==> src/rtl/dbg_runctl_pkg.sv <==
package dbg_runctl_pkg;
   localparam logic [1:0] TT_NORMAL = 2'b00;
   localparam logic [1:0] TT_EMUSPC = 2'b10;
   localparam logic [2:0] TM_SUP_DATA = 3'b101;
   localparam logic [2:0] TM_SUP_CODE = 3'b110;
endpackage

==> src/rtl/dbg_halt_ctl.sv <==
module dbg_halt_ctl #(
   parameter bit VIOL_REG = 1'b1
) (
   input  logic clk,
   input  logic rst_n,
   input  logic retire_i,
   input  logic halt_req_i,
   input  logic user_i,
   input  logic uhe_i,
   input  logic ssm_i,
   input  logic go_i,
   output logic halted_o,
   output logic go_acc_o,
   output logic viol_o
);
   logic halted_q;
   logic legal_halt;
   logic bad_halt;
   logic step_halt;

   assign legal_halt = halt_req_i && (!user_i || uhe_i);
   assign bad_halt   = halt_req_i && user_i && !uhe_i && !halted_q;
   assign step_halt  = ssm_i && retire_i;
   assign go_acc_o   = halted_q && go_i;

   always_ff @(posedge clk) begin
      if (!rst_n) begin
         halted_q <= 1'b0;
      end else if (halted_q) begin
         if (go_i) halted_q <= 1'b0;
      end else if (legal_halt || step_halt) begin
         halted_q <= 1'b1;
      end
   end

   generate
      if (VIOL_REG) begin : g_viol_reg
         logic viol_q;
         always_ff @(posedge clk) begin
            if (!rst_n) viol_q <= 1'b0;
            else        viol_q <= bad_halt;
         end
         assign viol_o = viol_q;
      end else begin : g_viol_comb
         assign viol_o = bad_halt;
      end
   endgenerate

   assign halted_o = halted_q;
endmodule

==> src/rtl/dbg_mode_ctl.sv <==
module dbg_mode_ctl (
   input  logic clk,
   input  logic rst_n,
   input  logic trace_i,
   input  logic trc_i,
   input  logic emu_force_i,
   input  logic go_acc_i,
   input  logic retire_i,
   input  logic halted_i,
   input  logic user_i,
   output logic emu_o,
   output logic super_o
);
   logic emu_q;
   logic sup_q;
   logic emu_enter;

   assign emu_enter = emu_force_i || (trace_i && trc_i);

   always_ff @(posedge clk) begin
      if (!rst_n) begin
         emu_q <= 1'b0;
      end else if (emu_enter) begin
         emu_q <= 1'b1;
      end else if (go_acc_i) begin
         emu_q <= 1'b0;
      end
   end

   always_ff @(posedge clk) begin
      if (!rst_n) begin
         sup_q <= 1'b1;
      end else if (trace_i || emu_enter) begin
         sup_q <= 1'b1;
      end else if (retire_i && !halted_i && !emu_q) begin
         sup_q <= !user_i;
      end
   end

   assign emu_o   = emu_q;
   assign super_o = sup_q || emu_q;
endmodule

==> src/rtl/dbg_attr_map.sv <==
module dbg_attr_map #(
   parameter int TT_W = 2,
   parameter int TM_W = 3
) (
   input  logic            emu_i,
   input  logic            super_i,
   input  logic            fetch_i,
   input  logic            map_i,
   output logic [TT_W-1:0] tt_o,
   output logic [TM_W-1:0] tm_o,
   output logic            sram_en_o,
   output logic            cache_en_o
);
   import dbg_runctl_pkg::*;

   logic remap;
   assign remap = emu_i && map_i;

   always_comb begin
      tt_o = TT_W'(TT_NORMAL);
      tm_o = TM_W'({super_i, fetch_i, !fetch_i});
      if (emu_i) begin
         tm_o = fetch_i ? TM_W'(TM_SUP_CODE) : TM_W'(TM_SUP_DATA);
         if (map_i) tt_o = TT_W'(TT_EMUSPC);
      end
   end

   assign sram_en_o  = !remap;
   assign cache_en_o = !remap;
endmodule

==> src/rtl/dbg_runctl.sv <==
module dbg_runctl #(
   parameter int TT_W     = 2,
   parameter int TM_W     = 3,
   parameter bit VIOL_REG = 1'b1
) (
   input  logic            clk,
   input  logic            rst_n,
   input  logic            retire_i,
   input  logic            trace_exc_i,
   input  logic            halt_req_i,
   input  logic            user_mode_i,
   input  logic            go_i,
   input  logic            irq_pend_i,
   input  logic            fetch_i,
   input  logic            ctl_map_i,
   input  logic            ctl_trc_i,
   input  logic            ctl_emu_i,
   input  logic            ctl_uhe_i,
   input  logic            ctl_ssm_i,
   input  logic            ctl_ipi_i,
   output logic            halted_o,
   output logic            emu_o,
   output logic            super_o,
   output logic            irq_take_o,
   output logic            priv_viol_o,
   output logic [TT_W-1:0] tt_o,
   output logic [TM_W-1:0] tm_o,
   output logic            sram_en_o,
   output logic            cache_en_o
);
   generate
      if (TT_W < 2) begin : g_bad_tt
         $error("dbg_runctl: TT_W must be at least 2");
      end
      if (TM_W < 3) begin : g_bad_tm
         $error("dbg_runctl: TM_W must be at least 3");
      end
   endgenerate

   logic go_acc;

   dbg_halt_ctl #(.VIOL_REG(VIOL_REG)) u_halt (
      .clk(clk), .rst_n(rst_n), .retire_i(retire_i), .halt_req_i(halt_req_i),
      .user_i(user_mode_i), .uhe_i(ctl_uhe_i), .ssm_i(ctl_ssm_i), .go_i(go_i),
      .halted_o(halted_o), .go_acc_o(go_acc), .viol_o(priv_viol_o)
   );

   dbg_mode_ctl u_mode (
      .clk(clk), .rst_n(rst_n), .trace_i(trace_exc_i), .trc_i(ctl_trc_i),
      .emu_force_i(ctl_emu_i), .go_acc_i(go_acc), .retire_i(retire_i),
      .halted_i(halted_o), .user_i(user_mode_i), .emu_o(emu_o), .super_o(super_o)
   );

   dbg_attr_map #(.TT_W(TT_W), .TM_W(TM_W)) u_attr (
      .emu_i(emu_o), .super_i(super_o), .fetch_i(fetch_i), .map_i(ctl_map_i),
      .tt_o(tt_o), .tm_o(tm_o), .sram_en_o(sram_en_o), .cache_en_o(cache_en_o)
   );

   assign irq_take_o = irq_pend_i && !halted_o && !(ctl_ssm_i && ctl_ipi_i);
endmodule

==> config.mk <==
export PLATFORM = sky130hd
export DESIGN_NAME = dbg_runctl
export DESIGN_NICKNAME = d
export VERILOG_FILES = /design/src/rtl/dbg_runctl_pkg.sv /design/src/rtl/dbg_halt_ctl.sv /design/src/rtl/dbg_mode_ctl.sv /design/src/rtl/dbg_attr_map.sv /design/src/rtl/dbg_runctl.sv
export SDC_FILE = /design/constraint.sdc
export NUM_CORES = 1
export LEC_CHECK = 0
export CORE_AREA = 5 5 42 44
export CTS_CLUSTER_SIZE = 10
export DETAILED_ROUTE_END_ITERATION = 7
export DIE_AREA = 0 0 47 49
export PLACE_DENSITY = 0.54
export REMOVE_ABC_BUFFERS = 1
export SETUP_SLACK_MARGIN = 0.1
export SLEW_MARGIN = 10
export SYNTH_ARGS = -nofsm -noshare
export SYNTH_HDL_FRONTEND = slang
export SYNTH_SLANG_ARGS = --single-unit
==> constraint.sdc <==
create_clock -name clk -period 1.7 [get_ports clk]
set_input_delay 0.34 -clock clk [delete_from_list [all_inputs] [get_ports clk]]
set_output_delay 0.34 -clock clk [all_outputs]
set_load 0.03 [all_outputs]
==> flow_metrics.tcl <==
set metrics [dict create \
    tritoncts "yes" \
    clkSinkCount 4 \
    min_path_type "flip-flop to flip-flop" \
    p_int_uw 238 \
    final-max-slew-violation-count 0 \
    synth_edf_count 0 \
    cpMaxStageDelayCell "clkdlybuf4s50_1" \
    cp_max_fo 2 \
    vdd_ir_drop_max_mv 0.457 \
    netlist_area_um2 235 \
    drv_cap 0 \
    end_kind "output pin" \
    r2r_end "u_mode.sup_q$_SDFFE_PP1P_" \
    grt_max_degree 6 \
    synth_ff_type "dfxtp_1" \
    yosys_register_bits 4 \
    setup_tns_ns 0 \
    fillers 169 \
    worstReg2RegStart "u_halt.halted_o$_SDFF_PN0_" \
    path_cells "clkdlybuf4s50_1" \
    timing.final.crit_share_pct 91.5 \
    clockBufferDepth 2 \
    seq_area_frac_synth_pct 34.0 \
    hold_end "u_mode.sup_q$_SDFFE_PP1P_" \
    insertion_delay_ns 0.23 \
    fmax_mhz 643 \
    rows 14 \
    wl_met1_um 235 \
    chipHeight_um 49 \
    rrSetupSlack_ns 0.59 \
    fin_area_um2 484 \
    wl_met2_um 296 \
    swShare_pct 29.2 \
    cts_max_level 1 \
    hold_viol_final 0 \
    drc 0 \
    hp-start "u_mode.sup_q$_SDFFE_PP1P_" \
    route.met3.wl_um 133 \
    syn_inst 29 \
    grt_pass1_vias 233 \
    initial_core_util_pct 16.8 \
    dr.max_layer_used "met3" \
    crit_type "flip-flop to output pin" \
    hpwl_um 580 \
    fin_util_pct 34.6 \
    io_pins 27 \
    clkTransAtPathRegs_ns 0.04 \
    fp.dieW_um 47 \
    critPathTopFamily "buffers and inverters" \
    pwr-share-seq_pct 30.7 \
    async_flop_share_pct 0 \
    grt_usage_pct 5.78 \
    cts_hold_buf 0 \
    grt-ovfl-total 0 \
    p_comb_share_pct 34.3 \
    cp_num_buf_inv 1 \
    regArea_um2 80.1 \
    grt_first_pass_wirelength_um 945 \
    arrival_ns 1.21 \
    initialDrtViolationCount 0 \
    avgSynthCellArea_um2 8.11 \
    netlist_top_cells_count "buf_4, nand2_1, dfxtp_1" \
    totalWireLength_um 665 \
    critical_path_required_ns 1.36 \
    drive_gt1_share_pct 24.5 \
    multi_input_area_um2 111 \
    setup_violations 0 \
    ys_warn_count 0 \
    slowest_delay_ns 0.67 \
    netlist-cell-type-count 15 \
    rsz0062_at_grt "false" \
    die_area_um2 2300 \
    nets 70 \
    routabilityCongestion 0.657 \
    vias 267 \
    portBuffers 25 \
    synth_top_area_share_pct 34.0 \
    p_per_area_nw_per_um2 694 \
    outcome "finished clean" \
    pwr-share-clk_pct 35.0 \
    p_sw_uw 98.1 \
    antenna_found_initial 0 \
    drtPass1Iterations 1 \
    clock_skew_ns 0.000642 \
    holdPathStages 2 \
    p_leak_uw 0.000213 \
    diodes 0 \
    cts_root_buf "clkbuf_4" \
    netlist.top_cell.by_area "dfxtp_1" \
    rr_worst_depth 4 \
    routedWlPerCell_um 9.64 \
    cts_buffers 3 \
    syn_to_final_growth_pct 106 \
    ant_nets 0 \
    via_per_inst 3.87 \
    placed_area_um2 460 \
    synth.area.top_cells "dfxtp_1, buf_4, nand2_1" \
    final.min_clock_period_ns 1.55 \
    start_kind "flip-flop" \
    core_um2 1400 \
]
final cells by class:
cell class / instances / area share, %
clock buffer: 3 / 4.65
multi-input combinational: 17 / 23.0
inverter: 3 / 2.33
tap: 16 / 4.13
sequential: 4 / 16.5
timing repair buffer: 26 / 49.4
layout by cell type, fill, tap and decap left out, drive strengths merged:
cell / count
nor3: 1
nor2: 1
conb: 1
nand2b: 1
or2: 1
dfxtp: 4
a221oi: 2
nor3b: 1
clkdlybuf4s50: 16
dlygate4sd2: 3
inv: 3
nor2b: 1
buf: 7
clkbuf: 3
a211oi: 1
or3b: 1
o211ai: 1
nand2: 5
per-stage QoR:
stage | instances | hold WS [ns] | total power (µW) | setup slack (ns)
final | 69 | 0.463 | 336 | 0.145
after global routing | 69 | 0.504 | 357 | 0.106
after CTS | 69 | 0.469 | 342 | 0.125
after detailed placement | 66 | 0.460 | 222 | 0.128
after global placement | 66 | 0.452 | 221 | 0.151
after floorplan | 24 | 0.436 | 154 | 0.0122
power groups by stage:
stage	logic (µW)	registers [µW]	clock network [µW]
after floorplan	38.2	115	0
after global placement	116	105	0
after detailed placement	117	105	0
after CTS	115	103	124
after global routing	123	104	131
final	115	103	118
flip-flops by register name, indices dropped and copies added, names as in the netlist:
signal           flops
u_mode.sup_q         1
u_halt.viol_o        1
u_halt.halted_o      1
u_mode.emu_o         1
cell families (layout without fill, tap and decap cells):
family,count (synthesis),after routing,synth area share [%]
AOI/OAI and AO/OA,4,4,16.0
DFF,4,4,34.0
buffers and inverters,8,32,20.7
and+or+nand+nor,12,12,27.7
other,1,1,1.59
worst max path at each step:
stage,start,to,slack [ns],cells after the start
3_3_place_gp,irq_pend_i,irq_take_o,0.15,4
3_5_place_dp,irq_pend_i,irq_take_o,0.13,4
2_1_floorplan,u_mode.emu_o$_SDFFE_PN0P_,tt_o[1],0.01,2
5_1_grt,irq_pend_i,irq_take_o,0.11,4
6_report,u_halt.halted_o$_SDFF_PN0_,halted_o,0.15,1
4_1_cts,irq_pend_i,irq_take_o,0.13,4
layer usage:
layer / track usage [%] / vias to the layer above
met3: 6.27 / 0
met5: 0 / -
met1: 5.95 / 109
met4: 0 / 0
met2: 8.60 / 18
li1: - / 140
repair_timing:
item,4_1_cts,5_1_grt
setup endpoints to repair,3,1
gates resized for setup,3,1
pin swaps,0,0
buffers inserted,0,0
(Power assumes the default switching activity.)
